[src/rtl/tpg_pkg.sv]
package tpg_pkg;
    localparam int LINE_N  = 4;
    localparam int SLOT_N  = 32;
    localparam int BYTE_W  = 8;
    localparam logic [BYTE_W-1:0] TEST_BYTE = 8'b1010_1010;
endpackage

[src/rtl/tpg_sync_debounce.sv]
module tpg_sync_debounce #(
    parameter int DEB_CYCLES = 50000,
    localparam int CNT_W = (DEB_CYCLES > 1) ? $clog2(DEB_CYCLES) : 1
) (
    input  logic clk_i,
    input  logic rst_ni,
    input  logic raw_i,
    output logic sync_o,
    output logic level_o
);
    typedef struct packed {
        logic             s1;
        logic             s2;
        logic             level;
        logic [CNT_W-1:0] cnt;
    } deb_t;

    localparam logic [CNT_W-1:0] CNT_LAST = CNT_W'(DEB_CYCLES - 1);

    deb_t st_d, st_q;

    always_comb begin
        st_d    = st_q;
        st_d.s1 = raw_i;
        st_d.s2 = st_q.s1;
        if (st_q.s2 == st_q.level) begin
            st_d.cnt = '0;
        end else if (st_q.cnt == CNT_LAST) begin
            st_d.level = st_q.s2;
            st_d.cnt   = '0;
        end else begin
            st_d.cnt = st_q.cnt + 1'b1;
        end
    end

    always_ff @(posedge clk_i or negedge rst_ni) begin
        if (!rst_ni) st_q <= '0;
        else         st_q <= st_d;
    end

    assign sync_o  = st_q.s2;
    assign level_o = st_q.level;
endmodule

[src/rtl/tpg_line_shifter.sv]
module tpg_line_shifter #(
    parameter int BYTE_W = 8
) (
    input  logic              clk_i,
    input  logic              rst_ni,
    input  logic              bit_en_i,
    input  logic              load_i,
    input  logic [BYTE_W-1:0] byte_i,
    output logic              ser_o
);
    typedef struct packed {
        logic [BYTE_W-1:0] sh;
        logic              ser;
    } shf_t;

    shf_t st_d, st_q;

    always_comb begin
        st_d = st_q;
        if (load_i) begin
            st_d.ser = byte_i[BYTE_W-1];
            st_d.sh  = byte_i << 1;
        end else if (bit_en_i) begin
            st_d.ser = st_q.sh[BYTE_W-1];
            st_d.sh  = st_q.sh << 1;
        end
    end

    always_ff @(posedge clk_i or negedge rst_ni) begin
        if (!rst_ni) st_q <= '0;
        else         st_q <= st_d;
    end

    assign ser_o = st_q.ser;
endmodule

[src/rtl/tpg_top.sv]
module tpg_top #(
    parameter int LINES      = tpg_pkg::LINE_N,
    parameter int SLOTS      = tpg_pkg::SLOT_N,
    parameter int BYTE_W     = tpg_pkg::BYTE_W,
    parameter int DEB_CYCLES = 50000,
    parameter logic [BYTE_W-1:0] PATTERN = tpg_pkg::TEST_BYTE
) (
    input  logic                                        clk_i,
    input  logic                                        rst_ni,
    input  logic                                        bit_en_i,
    input  logic [$clog2(SLOTS)-1:0]                    slot_idx_i,
    input  logic [$clog2(BYTE_W)-1:0]                   bit_idx_i,
    input  logic [$clog2(LINES)+$clog2(SLOTS)-1:0]      target_i,
    input  logic                                        gen_btn_i,
    output logic [LINES-1:0]                            line_o,
    output logic                                        mon_o
);
    localparam int LINE_W = $clog2(LINES);
    localparam int SLOT_W = $clog2(SLOTS);
    localparam int BIT_W  = $clog2(BYTE_W);

    typedef struct packed {
        logic [LINE_W-1:0] sel_line;
        logic              act;
    } top_t;

    top_t st_d, st_q;

    logic              btn_sync;
    logic              btn_db;
    logic              boundary;
    logic [LINE_W-1:0] tgt_line;
    logic [SLOT_W-1:0] tgt_slot;
    logic              slot_hit;

    tpg_sync_debounce #(.DEB_CYCLES(DEB_CYCLES)) u_deb (
        .clk_i   (clk_i),
        .rst_ni  (rst_ni),
        .raw_i   (gen_btn_i),
        .sync_o  (btn_sync),
        .level_o (btn_db)
    );

    assign boundary = bit_en_i && (bit_idx_i == '0);
    assign tgt_line = target_i[SLOT_W +: LINE_W];
    assign tgt_slot = target_i[SLOT_W-1:0];
    assign slot_hit = btn_db && (tgt_slot == slot_idx_i);

    always_comb begin
        st_d = st_q;
        if (boundary) begin
            st_d.sel_line = tgt_line;
            st_d.act      = slot_hit;
        end
    end

    always_ff @(posedge clk_i or negedge rst_ni) begin
        if (!rst_ni) st_q <= '0;
        else         st_q <= st_d;
    end

    for (genvar k = 0; k < LINES; k++) begin : g_line
        logic [BYTE_W-1:0] byte_k;
        assign byte_k = (slot_hit && (tgt_line == LINE_W'(k))) ? PATTERN : '0;
        tpg_line_shifter #(.BYTE_W(BYTE_W)) u_shf (
            .clk_i    (clk_i),
            .rst_ni   (rst_ni),
            .bit_en_i (bit_en_i),
            .load_i   (boundary),
            .byte_i   (byte_k),
            .ser_o    (line_o[k])
        );
    end

    assign mon_o = line_o[st_q.sel_line];
endmodule


[config.mk]
export PLATFORM = sky130hd
export DESIGN_NAME = tpg_top
export DESIGN_NICKNAME = d
export VERILOG_FILES = /design/src/rtl/tpg_pkg.sv /design/src/rtl/tpg_sync_debounce.sv /design/src/rtl/tpg_line_shifter.sv /design/src/rtl/tpg_top.sv
export SDC_FILE = /design/constraint.sdc
export NUM_CORES = 1
export LEC_CHECK = 0
export BUFFER_PORTS_ARGS = -buffer_cell sky130_fd_sc_hd__buf_2
export CAP_MARGIN = 20
export CORE_MARGIN = 3
export CORE_UTILIZATION = 45
export CTS_BUF_LIST = sky130_fd_sc_hd__clkbuf_4 sky130_fd_sc_hd__clkbuf_8 sky130_fd_sc_hd__clkbuf_16
export CTS_CLUSTER_DIAMETER = 60
export CTS_CLUSTER_SIZE = 8
export DETAILED_ROUTE_END_ITERATION = 10
export PLACE_DENSITY_LB_ADDON = 0.08
export SETUP_SLACK_MARGIN = 0.3
export SLEW_MARGIN = 0
export SYNTH_ARGS = -nofsm -noshare
export SYNTH_HDL_FRONTEND = slang
export SYNTH_SLANG_ARGS = --single-unit
[constraint.sdc]
create_clock -name clk_i -period 2.21 [get_ports clk_i]
set_clock_uncertainty 0.1 [all_clocks]
set_input_delay 0.1105 -clock clk_i [delete_from_list [all_inputs] [get_ports clk_i]]
set_output_delay 0.1105 -clock clk_i [all_outputs]
set_load 0.01 [all_outputs]
==> flow_metrics.py, run 1 <==
metrics = {
    "routing": {
        "first_iter_violations": 83,
        "drc_errors": 0,
        "via_per_inst": 5.28,
        "first_pass_iters": 4,
        "route.detailed.wl_per_inst_um": 14.6,
        "drtAntennaViolNets": 0,
        "route.final.wire_length_mm": 4.52,
        "routed_via_count": 1630,
    },
    "global_routing": {
        "globalRoute.totalOverflow": 0,
        "vias_in_the_first_global_route": 1665,
        "grtUsageTotal": 0.169,
        "grt_antenna_before_repair": 0,
        "grt_start_max_net_pins": 50,
        "global_route_wire_length_before_repair_mm": 7.88,
    },
    "pwr": {
        "share_seq_of_total_power": 0.535,
        "combinationalPowerShare": 0.110,
        "switchingPower_w": 0.000438,
        "power_switching_share": 0.234,
        "cellPowerDensity_mw_per_mm2": 726,
        "worst_ir_drop_vdd_uv": 327,
        "clkPwrFrac": 0.356,
        "intPower_w": 0.00143,
        "leakagePower_nw": 1.17,
    },
    "logic_synthesis": {
        "syn_nets": 234,
        "ffs_latches_synth": 49,
        "post_synth_inst_count": 214,
        "share_of_yosys_cell_area_claimed_by_the_top_area_cell_type": 0.548,
        "dominant_combinational_cell_family_by_area_after_synthesis": "simple AND/OR/NAND/NOR gates",
        "synth_cell_type_count": 31,
        "synth.most_common_cell": "sky130_fd_sc_hd__dfrtp_1",
        "async_flop_share": 1.00,
        "synth_fa_ha_area_frac": 0.00559,
        "synth.yosys.warnings": 0,
        "synth_seq_area_share": 0.548,
        "simple_gate_portion_of_the_synthesized_area": 0.188,
        "synth_compound_gate_area_share": 0.0721,
        "synthesis.area_mm2": 0.00224,
        "yosys.area_share.xor_xnor": 0.0783,
        "synth_top_flop_cell": "sky130_fd_sc_hd__dfrtp_1",
        "yosys.area.top_type": "sky130_fd_sc_hd__dfrtp_1",
        "yosys-mux-area-fraction": 0.0688,
        "netlist_top_cells_area": "sky130_fd_sc_hd__dfrtp_1 (55%), sky130_fd_sc_hd__nor2_1 (6.7%), sky130_fd_sc_hd__xnor2_1 (5.9%)",
        "synth-edff-count": 0,
        "synth_top_cells_by_count": "sky130_fd_sc_hd__dfrtp_1 (49), sky130_fd_sc_hd__nor2_1 (40), sky130_fd_sc_hd__a21oi_1 (18), sky130_fd_sc_hd__xnor2_1 (15), sky130_fd_sc_hd__mux2i_1 (12)",
        "avgSynthCellArea_um2": 10.5,
    },
    "cts": {
        "tritoncts_num_sinks": 49,
        "post_cts_buffers": 0,
        "worstSkewPairLatency_ps": 300,
        "cts.path.max_buffers": 2,
        "cts.reportedPaths.clkPinSlew_ps": 90,
        "cts_htree_levels": 2,
        "clock_tree_from_tritoncts": "built",
        "cts-buffers-inserted": 5,
        "cts-root-buf": "sky130_fd_sc_hd__clkbuf_8",
    },
    "sta": {
        "max_freq_mhz": 592,
        "count_of_endpoints_failing_setup_in_the_final_report": 0,
        "report.final.slew_viol_count": 0,
        "post-route-period-util": 0.765,
        "final.setup.worst_slack_ps": 520,
        "finalCriticalPeriod_ps": 1690,
        "hold_violations": 0,
        "finalSetupTns_ps": 0,
        "rsz0062_at_grt": "no",
        "slew_headroom": 0.593,
        "tightest_slew_ps": 610,
    },
    "floorplan": {
        "die_height_um": 76.5,
        "die-area_mm2": 0.00585,
        "placementRows": 25,
        "initial_core_util": 0.471,
        "placeableCoreArea_mm2": 0.00475,
        "die_w_um": 76.5,
        "design.portCount": 24,
    },
    "placement": {
        "post-place-ws_ps": 393,
        "gp_routability_congestion": 0.750,
        "port_buffers": 23,
        "dp_hpwl_mm": 3.05,
        "place_inst": 297,
        "placement.cell_area_mm2": 0.00242,
    },
    "run_status": {
        "status": "finished, final reports clean",
    },
    "layout": {
        "final_core_utilization": 0.542,
        "design.final.nets": 261,
        "layout.cell_area.non_filler_mm2": 0.00258,
        "final_instance_count_without_filler_cells": 309,
        "diodes": 0,
        "ratio_of_cells_with_drive_above_1_in_the_final_layout": 0.174,
        "layout_area_overhead_pct": 15.3,
    },
    "critical_path": {
        "critical_path.startpoint_type": "register",
        "critPathMaxStageDelay_ps": 410,
        "critPathMaxFanout": 5,
        "timing.critical_path.buf_inv": 0,
        "worstPathArrival_ps": 1770,
        "crit_path_top_delay_cell": "sky130_fd_sc_hd__dfrtp_1",
        "critical_path_required_ps": 2290,
        "worst_r2r_endpoint": "u_deb.st_q[14]$_DFF_PN0_",
        "end_kind": "register",
        "regToRegStartpoint": "u_deb.st_q[0]$_DFF_PN0_",
        "reg2reg_setup_slack_ps": 520,
        "critical_path_class": "register to register",
        "worst_reg2reg_path_depth": 5,
        "cp_cell_sequence": "ha_1 -> nand4_1 -> nor4_1 -> xnor2_1 -> nor2_1",
        "path_delay_family": "simple AND/OR/NAND/NOR gates",
    },
    "worst_hold_path": {
        "hp-class": "input port to register",
        "whs_endpoint": "g_line[0].u_shf.st_q[6]$_DFFE_PN0P_",
        "hp-start": "bit_idx_i[0]",
        "whs_path_depth": 4,
    },
    "run": {
        "cap_viol_max_count": 0,
    },
}
flip-flops by register name, indices dropped and copies added (netlist names):
name and count:
u_deb.st_d 1, u_deb.st_q 16, g_line.u_shf.ser_o 4, g_line.u_shf.st_q 24, u_deb.level_o 1, st_q 2
u_deb.sync_o 1
how the worst max path moves through the flow:
stage	startpoint	endpoint	slack [ps]	cells past startpoint
floorplan	u_deb.st_q[0]$_DFF_PN0_	u_deb.st_q[10]$_DFF_PN0_	600	6
global placement	bit_idx_i[2]	g_line[2].u_shf.ser_o$_DFFE_PN0P_	420	5
detailed placement	bit_idx_i[2]	g_line[2].u_shf.ser_o$_DFFE_PN0P_	390	5
CTS	u_deb.st_q[8]$_DFF_PN0_	u_deb.st_q[10]$_DFF_PN0_	370	4
global route	u_deb.st_q[8]$_DFF_PN0_	u_deb.st_q[13]$_DFF_PN0_	320	4
finish	u_deb.st_q[0]$_DFF_PN0_	u_deb.st_q[14]$_DFF_PN0_	520	5
layout by cell type (no fill, tap or decap), drive strengths merged:
master       netlist  final
a21o               1      1
xor2               5      5
dlygate4sd3        0      4
dfrtp             49     49
buf                9     28
ha                 1      1
a21oi             18     18
nor2              40     40
nor4b              1      1
mux2               1      1
nor2b              2      2
mux4               1      1
nand2             11     11
nor3               3      3
and4               1      1
nor4               7      7
and2               1      1
mux2i             12     12
nor4bb             2      2
nand4              7      7
xnor2             15     15
inv                6      6
or4b               1      1
o21ai              3      3
bufinv             0      1
o22a               3      3
o21a               3      3
and3               3      3
nand3              5      5
clkbuf             3      7
cells by family after synthesis:
| kind of cell | Yosys count |
|---|---|
| compound gates | 28 |
| xor+xnor | 20 |
| fa+ha+maj | 1 |
| buf+inv | 18 |
| flops | 49 |
| mux | 14 |
| simple gates | 84 |
power groups by stage:
| stage | registers, W | logic, W | clock network, W |
|---|---|---|---|
| floorplan | 0.00100 | 0.000140 | 0 |
| global placement | 0.00101 | 0.000196 | 0 |
| detailed placement | 0.00102 | 0.000202 | 0 |
| CTS | 0.00100 | 0.000208 | 0.000685 |
| global route | 0.00101 | 0.000232 | 0.000727 |
| finish | 0.00100 | 0.000205 | 0.000666 |
cell type report:
cell class	instances	area (um^2)
inverter	6	22.5
clock inverter	1	30.0
timing repair buffer	32	193
fill	437	2180
tap	67	83.8
sequential	49	1230
clock buffer	7	90.1
multi-input combinational	147	933
worst register-to-register path: cells and delay by family, from the launching register on:
family | cells | cell delay (ps)
adders and majority gates | 1 | 220
xor gates and xnor gates | 1 | 170
and+or+nand+nor | 3 | 680
DFF | 1 | 410
layer usage:
layer / share of wire / vias up / track usage
li1: - / 782 / -
met2: 0.45 / 34 / 0.256
met3: 0.040 / 7 / 0.0426
met5: 0 / - / 0
met1: 0.50 / 807 / 0.231
met4: 0.014 / 0 / 0.0725
timing repair:
action / CTS / global route
hold buffers: 4 / 0
endpoints found under the setup margin: 0 / 15
resized for setup: 0 / 1
endpoints found under the hold margin: 52 / 0
per-stage QoR:
stage | total power (W) | hold WS, ps
global route | 0.00197 | 158
CTS | 0.00189 | 156
floorplan | 0.00114 | -285
finish | 0.00187 | 166
global placement | 0.00121 | 121
detailed placement | 0.00122 | 120
Power figures use the tool's default switching activity.
==> run 2, diff against run 1 <==
==> constraint.sdc (replaced) <==
create_clock -name clk_i -period 1.45 [get_ports clk_i]
set_clock_uncertainty 0.1 [all_clocks]
set_input_delay 0.0725 -clock clk_i [delete_from_list [all_inputs] [get_ports clk_i]]
set_output_delay 0.0725 -clock clk_i [all_outputs]
set_load 0.01 [all_outputs]
==> run 2 against run 1 <==
The run now ends with negative setup slack left. Sequential share of layout area decreased by 9.9 points. Critical path depth is 1 higher. Highest routed layer unchanged. Sequential power increased by 52%. Critical endpoint is now u_deb.st_q[15]$_DFF_PN0_.
==> flow_metrics.py, run 2 (synthesized netlist as in run 1, its figures left out) <==
metrics = {
    "run_status": {
        "status": "complete, but fails checks",
        "violations": "negative setup slack",
    },
    "worst_hold_path": {
        "hp-class": "input port to register",
        "whs_path_depth": 4,
        "hp-start": "bit_idx_i[1]",
        "whs_endpoint": "g_line[0].u_shf.st_q[6]$_DFFE_PN0P_",
    },
    "global_routing": {
        "grtUsageTotal": 0.188,
        "grt_start_max_net_pins": 31,
        "grt_antenna_before_repair": 0,
        "global_route_wire_length_before_repair_mm": 8.85,
        "globalRoute.totalOverflow": 0,
        "vias_in_the_first_global_route": 1839,
    },
    "critical_path": {
        "worst_r2r_endpoint": "u_deb.st_q[15]$_DFF_PN0_",
        "worst_reg2reg_path_depth": 6,
        "reg2reg_setup_slack_ps": -80,
        "worstPathArrival_ps": 1620,
        "end_kind": "register",
        "critical_path_class": "register to register",
        "critical_path_required_ps": 1540,
        "critPathMaxFanout": 4,
        "regToRegStartpoint": "u_deb.st_q[5]$_DFF_PN0_",
        "critical_path.startpoint_type": "register",
    },
    "sta": {
        "report.final.slew_viol_count": 0,
        "count_of_endpoints_failing_setup_in_the_final_report": 18,
        "final.setup.worst_slack_ps": -84.0,
        "post-route-period-util": 1.06,
        "max_freq_mhz": 652,
        "hold_violations": 0,
        "tightest_slew_ps": 470,
        "finalCriticalPeriod_ps": 1530,
        "fin_worst_hold_slack_ps": 78.4,
        "slew_headroom": 0.687,
        "rsz0062_at_grt": "yes",
    },
    "run": {
        "cap_viol_max_count": 0,
    },
    "cts": {
        "cts.path.max_buffers": 2,
        "tritoncts_num_sinks": 49,
        "cts-root-buf": "sky130_fd_sc_hd__clkbuf_8",
        "cts.reportedPaths.clkPinSlew_ps": 90,
        "clock_tree_from_tritoncts": "built",
        "worstSkewPairLatency_ps": 290,
        "cts_htree_levels": 2,
        "cts-buffers-inserted": 5,
    },
    "layout": {
        "ratio_of_cells_with_drive_above_1_in_the_final_layout": 0.384,
        "final_core_utilization": 0.685,
        "final_common_cell": "sky130_fd_sc_hd__dfrtp_1",
        "diodes": 0,
        "layout_area_overhead_pct": 45.5,
        "design.final.nets": 311,
        "layout.cells.most_common_list": "sky130_fd_sc_hd__dfrtp_1 (49), sky130_fd_sc_hd__buf_4 (44), sky130_fd_sc_hd__nor2_1 (39)",
        "regMostFlops": "g_line.u_shf.st_q",
        "layout.cell_area.non_filler_mm2": 0.00326,
        "final.fill_count": 364,
        "largest_register_ff_count": 24,
        "final_instance_count_without_filler_cells": 359,
    },
    "placement": {
        "gp_routability_congestion": 0.797,
        "port_buffers": 23,
        "dp_hpwl_mm": 3.47,
        "placement.cell_area_mm2": 0.00270,
        "post-place-ws_ps": -140,
        "place_inst": 325,
    },
    "routing": {
        "drc_errors": 0,
        "drtAntennaViolNets": 0,
        "route.detailed.wl_per_inst_um": 15.2,
        "via_per_inst": 5.10,
        "routed_via_count": 1830,
        "route.final.wire_length_mm": 5.44,
        "first_pass_iters": 4,
        "first_iter_violations": 126,
    },
    "pwr": {
        "leakagePower_nw": 1.55,
        "cellPowerDensity_mw_per_mm2": 917,
        "worst_ir_drop_vdd_uv": 781,
    },
    "floorplan": {
        "placementRows": 25,
        "initial_core_util": 0.471,
        "die_height_um": 76.5,
        "die-area_mm2": 0.00585,
        "die_w_um": 76.5,
        "placeableCoreArea_mm2": 0.00475,
        "design.portCount": 24,
    },
}
==> run 2: cell count changes in the layout (fill, tap and decap cells not counted), sizes merged <==
cell      delta
buf         +50
clkinvlp     +1
clkbuf       -1
==> run 2: cell type report <==
cell class              count  area, um^2  area share
clock buffers               6        82.6      0.0254
inverters                   6        22.5     0.00692
clock inverters             2        37.5      0.0115
multi-input cells         147        1120       0.344
repair buffers             82         682       0.209
flip-flops and latches     49        1230       0.377
well taps                  67        83.8      0.0257
==> run 2: worst max-delay path, cell delays in order, from the launching register on <==
cell	delay (ps)
sky130_fd_sc_hd__dfrtp_1	430
sky130_fd_sc_hd__buf_6	130
sky130_fd_sc_hd__nand3_4	100
sky130_fd_sc_hd__buf_12	160
sky130_fd_sc_hd__nor4_4	290
sky130_fd_sc_hd__xnor2_1	150
sky130_fd_sc_hd__nor2_1	50
==> run 2: routing by layer <==
layer	global-route usage	vias up	share of wire	wire length, um
met5	0	-	0	0
met4	0.0435	0	0.0053	29
met3	0.0473	4	0.036	196
met2	0.296	37	0.49	2650
met1	0.263	901	0.47	2560
li1	-	888	-	-
==> run 2: timing repair <==
item                       4_1_cts  5_1_grt
hold buffers                     4        0
pin swaps                       13       16
setup endpoints to repair       35       34
hold endpoints to repair        22        0
gates resized for setup         24       16
buffers inserted                 7       15
==> run 2: worst max path at each step <==
stage	startpoint	end	slack, ps
2_1_floorplan	bit_idx_i[2]	g_line[0].u_shf.ser_o$_DFFE_PN0P_	0.1
3_3_place_gp	bit_idx_i[2]	g_line[2].u_shf.st_q[5]$_DFFE_PN0P_	-120
3_5_place_dp	bit_idx_i[1]	g_line[2].u_shf.ser_o$_DFFE_PN0P_	-140
4_1_cts	st_q[1]$_DFFE_PN0P_	mon_o	-60
5_1_grt	u_deb.st_q[7]$_DFF_PN0_	u_deb.st_q[14]$_DFF_PN0_	-140
6_report	u_deb.st_q[5]$_DFF_PN0_	u_deb.st_q[15]$_DFF_PN0_	-80
==> run 2: through the flow <==
stage	power (W)	TNS, ps
global route	0.00312	-2380
floorplan	0.00175	0
CTS	0.00294	-503
global placement	0.00188	-2950
detailed placement	0.00190	-3100
finish	0.00298	-1230
==> run 2: power breakdown <==
| group | internal (W) | total (W) | switching, W |
|---|---|---|---|
| clock network | 0.000561 | 0.00101 | 0.000446 |
| registers | 0.00146 | 0.00152 | 0.0000622 |
| logic | 0.000248 | 0.000455 | 0.000207 |
| total | 0.00227 | 0.00298 | 0.000716 |
